$ cat src/rtl/lrs_pkg.sv
package lrs_pkg;
    typedef enum logic [1:0] {
        ST_IDLE,
        ST_ADDR,
        ST_DATA,
        ST_DONE
    } lrs_state_e;
endpackage

$ cat src/rtl/lrs_fsm.sv
module lrs_fsm #(
    parameter int BEATS = 8
) (
    input  logic                      clk,
    input  logic                      rst_n,
    input  logic                      miss_req,
    output logic                      accept,
    output logic                      in_data,
    output logic [$clog2(BEATS)-1:0]  beat,
    output logic                      addr_oe,
    output logic                      fs_sel,
    output logic                      miss,
    output logic                      ras_n,
    output logic                      cas_n,
    output logic                      line_done
);
    import lrs_pkg::*;
    localparam int BW = $clog2(BEATS);
    localparam logic [BW-1:0] LAST = BW'(BEATS - 1);

    lrs_state_e state_q, state_d;
    logic [BW-1:0] beat_q, beat_d;

    always_comb begin
        state_d = state_q;
        beat_d  = beat_q;
        unique case (state_q)
            ST_IDLE: if (miss_req) state_d = ST_ADDR;
            ST_ADDR: begin
                state_d = ST_DATA;
                beat_d  = '0;
            end
            ST_DATA: begin
                if (beat_q == LAST) state_d = ST_DONE;
                else                beat_d  = beat_q + 1'b1;
            end
            ST_DONE: state_d = ST_IDLE;
            default: state_d = ST_IDLE;
        endcase
    end

    always_ff @(posedge clk or negedge rst_n) begin
        if (!rst_n) begin
            state_q <= ST_IDLE;
            beat_q  <= '0;
        end else begin
            state_q <= state_d;
            beat_q  <= beat_d;
        end
    end

    always_comb begin
        accept    = 1'b0;
        in_data   = 1'b0;
        addr_oe   = 1'b0;
        fs_sel    = 1'b1;
        miss      = 1'b0;
        ras_n     = 1'b1;
        cas_n     = 1'b1;
        line_done = 1'b0;
        unique case (state_q)
            ST_IDLE: accept = miss_req;
            ST_ADDR: begin
                addr_oe = 1'b1;
                fs_sel  = 1'b0;
                miss    = 1'b1;
                ras_n   = 1'b0;
            end
            ST_DATA: begin
                in_data = 1'b1;
                fs_sel  = 1'b0;
                miss    = 1'b1;
                ras_n   = 1'b0;
                cas_n   = 1'b0;
            end
            ST_DONE: begin
                miss      = 1'b1;
                ras_n     = 1'b0;
                line_done = 1'b1;
            end
            default: ;
        endcase
    end

    assign beat = beat_q;


    cas_in_ras_chk: assert property (@(posedge clk) disable iff (!rst_n)
        !cas_n |-> !ras_n);

    addr_once_chk: assert property (@(posedge clk) disable iff (!rst_n)
        addr_oe |=> (!addr_oe && !cas_n));

    miss_end_chk: assert property (@(posedge clk) disable iff (!rst_n)
        line_done |=> !miss);

    bus_share_chk: assert property (@(posedge clk) disable iff (!rst_n)
        !cas_n |-> !fs_sel);
endmodule

$ cat src/rtl/lrs_assemble.sv
module lrs_assemble #(
    parameter int HW    = 16,
    parameter int WORDS = 4
) (
    input  logic                          clk,
    input  logic                          rst_n,
    input  logic                          in_data,
    input  logic [$clog2(2*WORDS)-1:0]    beat,
    input  logic [HW-1:0]                 bus_in,
    output logic                          wr_en,
    output logic [$clog2(WORDS)-1:0]      wr_idx,
    output logic [2*HW-1:0]               wr_data
);
    localparam int IW = $clog2(WORDS);
    localparam int BW = IW + 1;

    logic [HW-1:0] low_q;

    always_ff @(posedge clk or negedge rst_n) begin
        if (!rst_n) begin
            low_q   <= '0;
            wr_en   <= 1'b0;
            wr_idx  <= '0;
            wr_data <= '0;
        end else begin
            wr_en <= 1'b0;
            if (in_data) begin
                if (!beat[0]) begin
                    low_q <= bus_in;
                end else begin
                    wr_en   <= 1'b1;
                    wr_idx  <= beat[BW-1:1];
                    wr_data <= {bus_in, low_q};
                end
            end
        end
    end


    single_write_chk: assert property (@(posedge clk) disable iff (!rst_n)
        wr_en |=> !wr_en);
endmodule

$ cat src/rtl/line_refill_seq.sv
module line_refill_seq #(
    parameter int AW    = 32,
    parameter int HW    = 16,
    parameter int WORDS = 4
) (
    input  logic                      clk,
    input  logic                      rst_n,
    input  logic                      miss_req,
    input  logic [AW-1:0]             miss_addr,
    input  logic [HW-1:0]             bus_in,
    output logic                      addr_oe,
    output logic [AW-1:0]             bus_addr,
    output logic                      fs_sel,
    output logic                      miss,
    output logic                      ras_n,
    output logic                      cas_n,
    output logic                      wr_en,
    output logic [$clog2(WORDS)-1:0]  wr_idx,
    output logic [2*HW-1:0]           wr_data,
    output logic                      line_done
);
    localparam int BEATS = 2 * WORDS;
    localparam int BW    = $clog2(BEATS);

    logic          accept;
    logic          in_data;
    logic [BW-1:0] beat;
    logic [AW-1:0] addr_q;

    lrs_fsm #(.BEATS(BEATS)) u_fsm (
        .clk(clk), .rst_n(rst_n), .miss_req(miss_req),
        .accept(accept), .in_data(in_data), .beat(beat),
        .addr_oe(addr_oe), .fs_sel(fs_sel), .miss(miss),
        .ras_n(ras_n), .cas_n(cas_n), .line_done(line_done)
    );

    lrs_assemble #(.HW(HW), .WORDS(WORDS)) u_asm (
        .clk(clk), .rst_n(rst_n), .in_data(in_data), .beat(beat),
        .bus_in(bus_in), .wr_en(wr_en), .wr_idx(wr_idx), .wr_data(wr_data)
    );

    always_ff @(posedge clk or negedge rst_n) begin
        if (!rst_n)      addr_q <= '0;
        else if (accept) addr_q <= miss_addr;
    end

    assign bus_addr = addr_oe ? addr_q : '0;


    done_last_word_chk: assert property (@(posedge clk) disable iff (!rst_n)
        line_done |-> (wr_en && (wr_idx == $clog2(WORDS)'(WORDS - 1))));

    busy_ignore_chk: assert property (@(posedge clk) disable iff (!rst_n)
        (miss && miss_req) |=> !addr_oe);
endmodule

$ cat config.mk
export PLATFORM = sky130hd
export DESIGN_NAME = line_refill_seq
export DESIGN_NICKNAME = d
export VERILOG_FILES = /design/src/rtl/lrs_pkg.sv /design/src/rtl/lrs_fsm.sv /design/src/rtl/lrs_assemble.sv /design/src/rtl/line_refill_seq.sv
export SDC_FILE = /design/constraint.sdc
export NUM_CORES = 1
export LEC_CHECK = 0
export BUFFER_PORTS_ARGS = -buffer_cell sky130_fd_sc_hd__buf_2
export CAP_MARGIN = 10
export CORE_ASPECT_RATIO = 1.1
export CORE_MARGIN = 5
export CORE_UTILIZATION = 35
export CTS_CLUSTER_DIAMETER = 120
export DETAILED_ROUTE_END_ITERATION = 12
export PLACE_DENSITY_LB_ADDON = 0.12
export SLEW_MARGIN = 40
export SYNTH_ARGS = -nofsm -noshare
export SYNTH_HDL_FRONTEND = slang
export SYNTH_SLANG_ARGS = --single-unit
export TNS_END_PERCENT = 30
$ cat constraint.sdc
create_clock -name clk -period 5.4 [get_ports clk]
set_clock_uncertainty 0.2 [all_clocks]
set_input_delay 0.54 -clock clk [delete_from_list [all_inputs] [get_ports clk]]
set_output_delay 0.54 -clock clk [all_outputs]
set_load 0.02 [all_outputs]
==> load_flow_metrics.sql <==
INSERT INTO impl_metrics (metric_group, metric, value, unit) VALUES
('pwr', 'power.density_cell_area', '661', 'nW/um2'),
('cts', 'cts.reportedPaths.clkPinSlew', '0.06', 'ns'),
('floorplan', 'fp.dieH', '119', 'um'),
('logic_synthesis', 'syn-mean-instance-area', '15.4', 'um2'),
('logic_synthesis', 'post_synth_main_area_contributors', 'dfrtp_1 (58%), mux2_2 (14%), mux2_4 (14%)', ''),
('logic_synthesis', 'synthDistinctLibCells', '19', ''),
('routing', 'overall_via_count_from_detail_route', '2255', ''),
('logic_synthesis', 'synth.yosys.warnings', '0', ''),
('routing', 'drtIter0Drc', '39', ''),
('placement', 'dpl.hpwl', '5.32', 'mm'),
('critical_path', 'critical_path.startpoint_type', 'flip-flop', ''),
('pwr', 'p_leak', '2.49', 'nW'),
('cts', 'clkSinkCount', '88', ''),
('logic_synthesis', 'ys_ff_latch', '88', ''),
('logic_synthesis', 'fraction_of_the_yosys_area_taken_by_sequential_cells', '0.583', ''),
('routing', 'final_antenna_net_count', '0', ''),
('cts', 'tritoncts_clock_tree', 'done', ''),
('finish', 'most-common-layout-cells', 'buf_2 (122), dfrtp_1 (88), mux2_2 (47)', ''),
('finish', 'fraction_of_layout_instances_using_a_drive_strength_above_1', '0.597', ''),
('global_route', 'first_global_vias', '2508', ''),
('routing', 'drt_wl_total', '7.56', 'mm'),
('run', 'max_cap_viol_count', '0', ''),
('global_route', 'globalRouteTotalUtil', '0.124', ''),
('cts', 'clock_tree.htree_level_count', '3', ''),
('cts', 'cts_buffer_depth', '2', ''),
('critical_path', 'crit_path_cell_trace', 'inv_1 -> ha_2 -> and2_1 -> buf_2', ''),
('finish', 'area_growth', '28.2', '%'),
('floorplan', 'num_rows', '39', ''),
('placement', 'buffer_ports.inserted', '123', ''),
('critical_path', 'critical_path_arrival', '1.76', 'ns'),
('sta', 'setup_violation_total_in_the_final_timing_report', '0', ''),
('critical_path', 'critPathKind', 'reg -> out', ''),
('sta', 'timing.final.crit_period', '2.50', 'ns'),
('pwr', 'clkPwrFrac', '0.208', ''),
('global_route', 'globalRouteOverflowTotal', '0', ''),
('floorplan', 'start_util', '0.360', ''),
('finish', 'mostFrequentLayoutCell', 'buf_2', ''),
('global_route', 'grt_max_degree', '54', ''),
('floorplan', 'io-pin-count', '124', ''),
('pwr', 'total_switching_power', '1.12', 'mW'),
('pwr', 'ir_worst_vdd', '211', 'uV'),
('sta', 'setup-tns-final', '0', 'ns'),
('routing', 'route.detailed.wl_per_inst', '14.5', 'um'),
('critical_path', 'worst-path-max-fanout', '34', ''),
('finish', 'finish.cell_count_without_fillers', '521', ''),
('cts', 'tritoncts.num_buffers', '9', ''),
('critical_path', 'max_incr_delay_on_cp', '0.49', 'ns'),
('routing', 'drc', '0', ''),
('pwr', 'p_sw_frac', '0.349', ''),
('critical_path', 'worst_path_max_delay_cell', 'ha_2', ''),
('status', 'run_status', 'completed', ''),
('routing', 'average_via_count_per_standard_cell', '4.33', ''),
('pwr', 'combPwrFrac', '0.430', ''),
('routing', 'detail_route.first_pass.iterations', '3', ''),
('logic_synthesis', 'synth_top_area_frac', '0.583', ''),
('sta', 'maxClockFrequency', '400', 'MHz'),
('cts', 'cts.hold.buffers_added', '1', ''),
('cts', 'cts_setup_buffers', '0', ''),
('sta', 'min_period_over_period', '0.464', ''),
('floorplan', 'die_w', '109', 'um'),
('pwr', 'cellInternalPower', '2.08', 'mW'),
('finish', 'num-nets-final', '431', ''),
('sta', 'worst_slew_margin_relative_to_its_limit', '0.551', ''),
('logic_synthesis', 'post-synth-top-area-cell', 'dfrtp_1', ''),
('floorplan', 'dieArea', '13000', 'um2'),
('pwr', 'power.sequential.fraction', '0.361', ''),
('global_route', 'global_route_wire_length_before_repair', '12.6', 'mm'),
('critical_path', 'required_time_of_the_critical_path', '4.66', 'ns'),
('sta', 'drv_slew', '0', ''),
('global_route', 'antenna_found_initial', '0', ''),
('sta', 'hold_violations_final', '0', ''),
('critical_path', 'cp-end-kind', 'output port', ''),
('sta', 'rsz_0062_raised_after_global_routing', 'no', ''),
('cts', 'post_cts_resize_count', '0', ''),
('sta', 'worst-slew-pin-transition', '0.674', 'ns'),
('placement', 'globalplace.congestion', '0.702', ''),
('logic_synthesis', 'synthesis.area', '3780', 'um2'),
('logic_synthesis', 'synth.net_count', '305', ''),
('floorplan', 'core', '10500', 'um2'),
('cts', 'worstSkewPairLatency', '0.33', 'ns'),
('cts', 'ctsRootBufferMaster', 'clkbuf_16', ''),
('worst_hold_path', 'holdCritPathClass', 'in -> reg', ''),
('logic_synthesis', 'postSynthCellCount', '246', ''),
('placement', 'placed_cells_incl_taps', '503', '');
## worst max-delay path: cells and delay by family (launching register included)
kind	cells	cell delay [ns]
simple gates	1	0.20
fa+ha+maj	1	0.49
buf+inv	2	0.30
flops	1	0.42
## kinds of logic after synthesis
| group | Yosys count | share of synthesized area |
|---|---|---|
| flops | 88 | 0.583 |
| mux | 84 | 0.283 |
| fa+ha+maj | 8 | 0.0265 |
| compound gates | 5 | 0.00894 |
| buf+inv | 20 | 0.0331 |
| simple gates | 41 | 0.0653 |
## state kept, by name (all words and copies together), names as in the netlist
signal	cells
u_asm.wr_en	1
u_asm.wr_idx	2
addr_q	32
u_fsm.beat	3
u_asm.wr_data	32
u_asm.low_q	16
u_fsm.state_q	2
## cell type report
cell class              count  area [um2]
clock buffers              10         229
well taps                 143         179
clock inverters             6        91.3
inverters                   9        33.8
flip-flops and latches     88        2200
diodes                      1        2.50
repair buffers            126         643
fillers                   997        5650
multi-input cells         138        1460
## metrics by stage
step           setup slack, ns   util  hold WS, ns  cell area, um2  power, mW
2_1_floorplan             3.33      -       0.0444            3780       2.19
3_3_place_gp              2.89  0.429        0.264            4500       2.55
3_5_place_dp              3.22  0.430        0.271            4510       2.58
4_1_cts                   2.86  0.461        0.224            4840       3.27
5_1_grt                   2.69  0.461        0.225            4840       3.42
6_report                  2.90  0.461        0.239            4840       3.20
## power by group through the flow
stage	clock network (mW)	logic [mW]	registers, mW
after floorplan	0	0.890	1.30
after detailed placement	0	1.41	1.17
after global routing	0.712	1.50	1.21
final	0.667	1.38	1.16
after global placement	0	1.39	1.16
after CTS	0.691	1.41	1.16
## Yosys cell counts
| library cell | n |
|---|---|
| o32a_1 | 1 |
| buf_12 | 1 |
| nand2_4 | 1 |
| mux2i_1 | 3 |
| mux2_2 | 47 |
| ha_1 | 8 |
| nand2_1 | 5 |
| inv_1 | 9 |
| and2_1 | 32 |
| nor2_1 | 1 |
| buf_6 | 4 |
| a21oi_1 | 1 |
| buf_2 | 3 |
| o21ai_0 | 2 |
| a21oi_2 | 1 |
| dfrtp_1 | 88 |
| nor2b_1 | 2 |
| clkbuf_1 | 3 |
| mux2_4 | 34 |
## layer usage
metal  track usage  share of wire  wire (um)  vias up
li1              -              -          -     1085
met1         0.153           0.42       3200     1105
met2         0.200           0.50       3800       59
met3        0.0406          0.061        464        6
met4        0.0474          0.013         97        0
met5             0              0          0        -
## final timing paths
path                                                    from                       endpoint  slack [ns]  cells past startpoint
worst max-delay path            u_fsm.state_q[1]$_DFFE_PN0P_                   bus_addr[24]        2.90                      4
worst min-delay path                           miss_addr[29]         addr_q[29]$_DFFE_PN0P_        0.24                      2
worst max register to register  u_fsm.state_q[0]$_DFFE_PN0P_     u_asm.low_q[1]$_DFFE_PN0P_        3.26                      4
worst min register to register   u_asm.wr_idx[1]$_DFFE_PN0P_    u_asm.wr_idx[1]$_DFFE_PN0P_        0.28                      2
max in group asynchronous                              rst_n         addr_q[30]$_DFFE_PN0P_        3.43                      3
min in group asynchronous                              rst_n  u_asm.wr_data[13]$_DFFE_PN0P_        0.51                      2
Note: power is estimated with default switching activity, not from simulation.
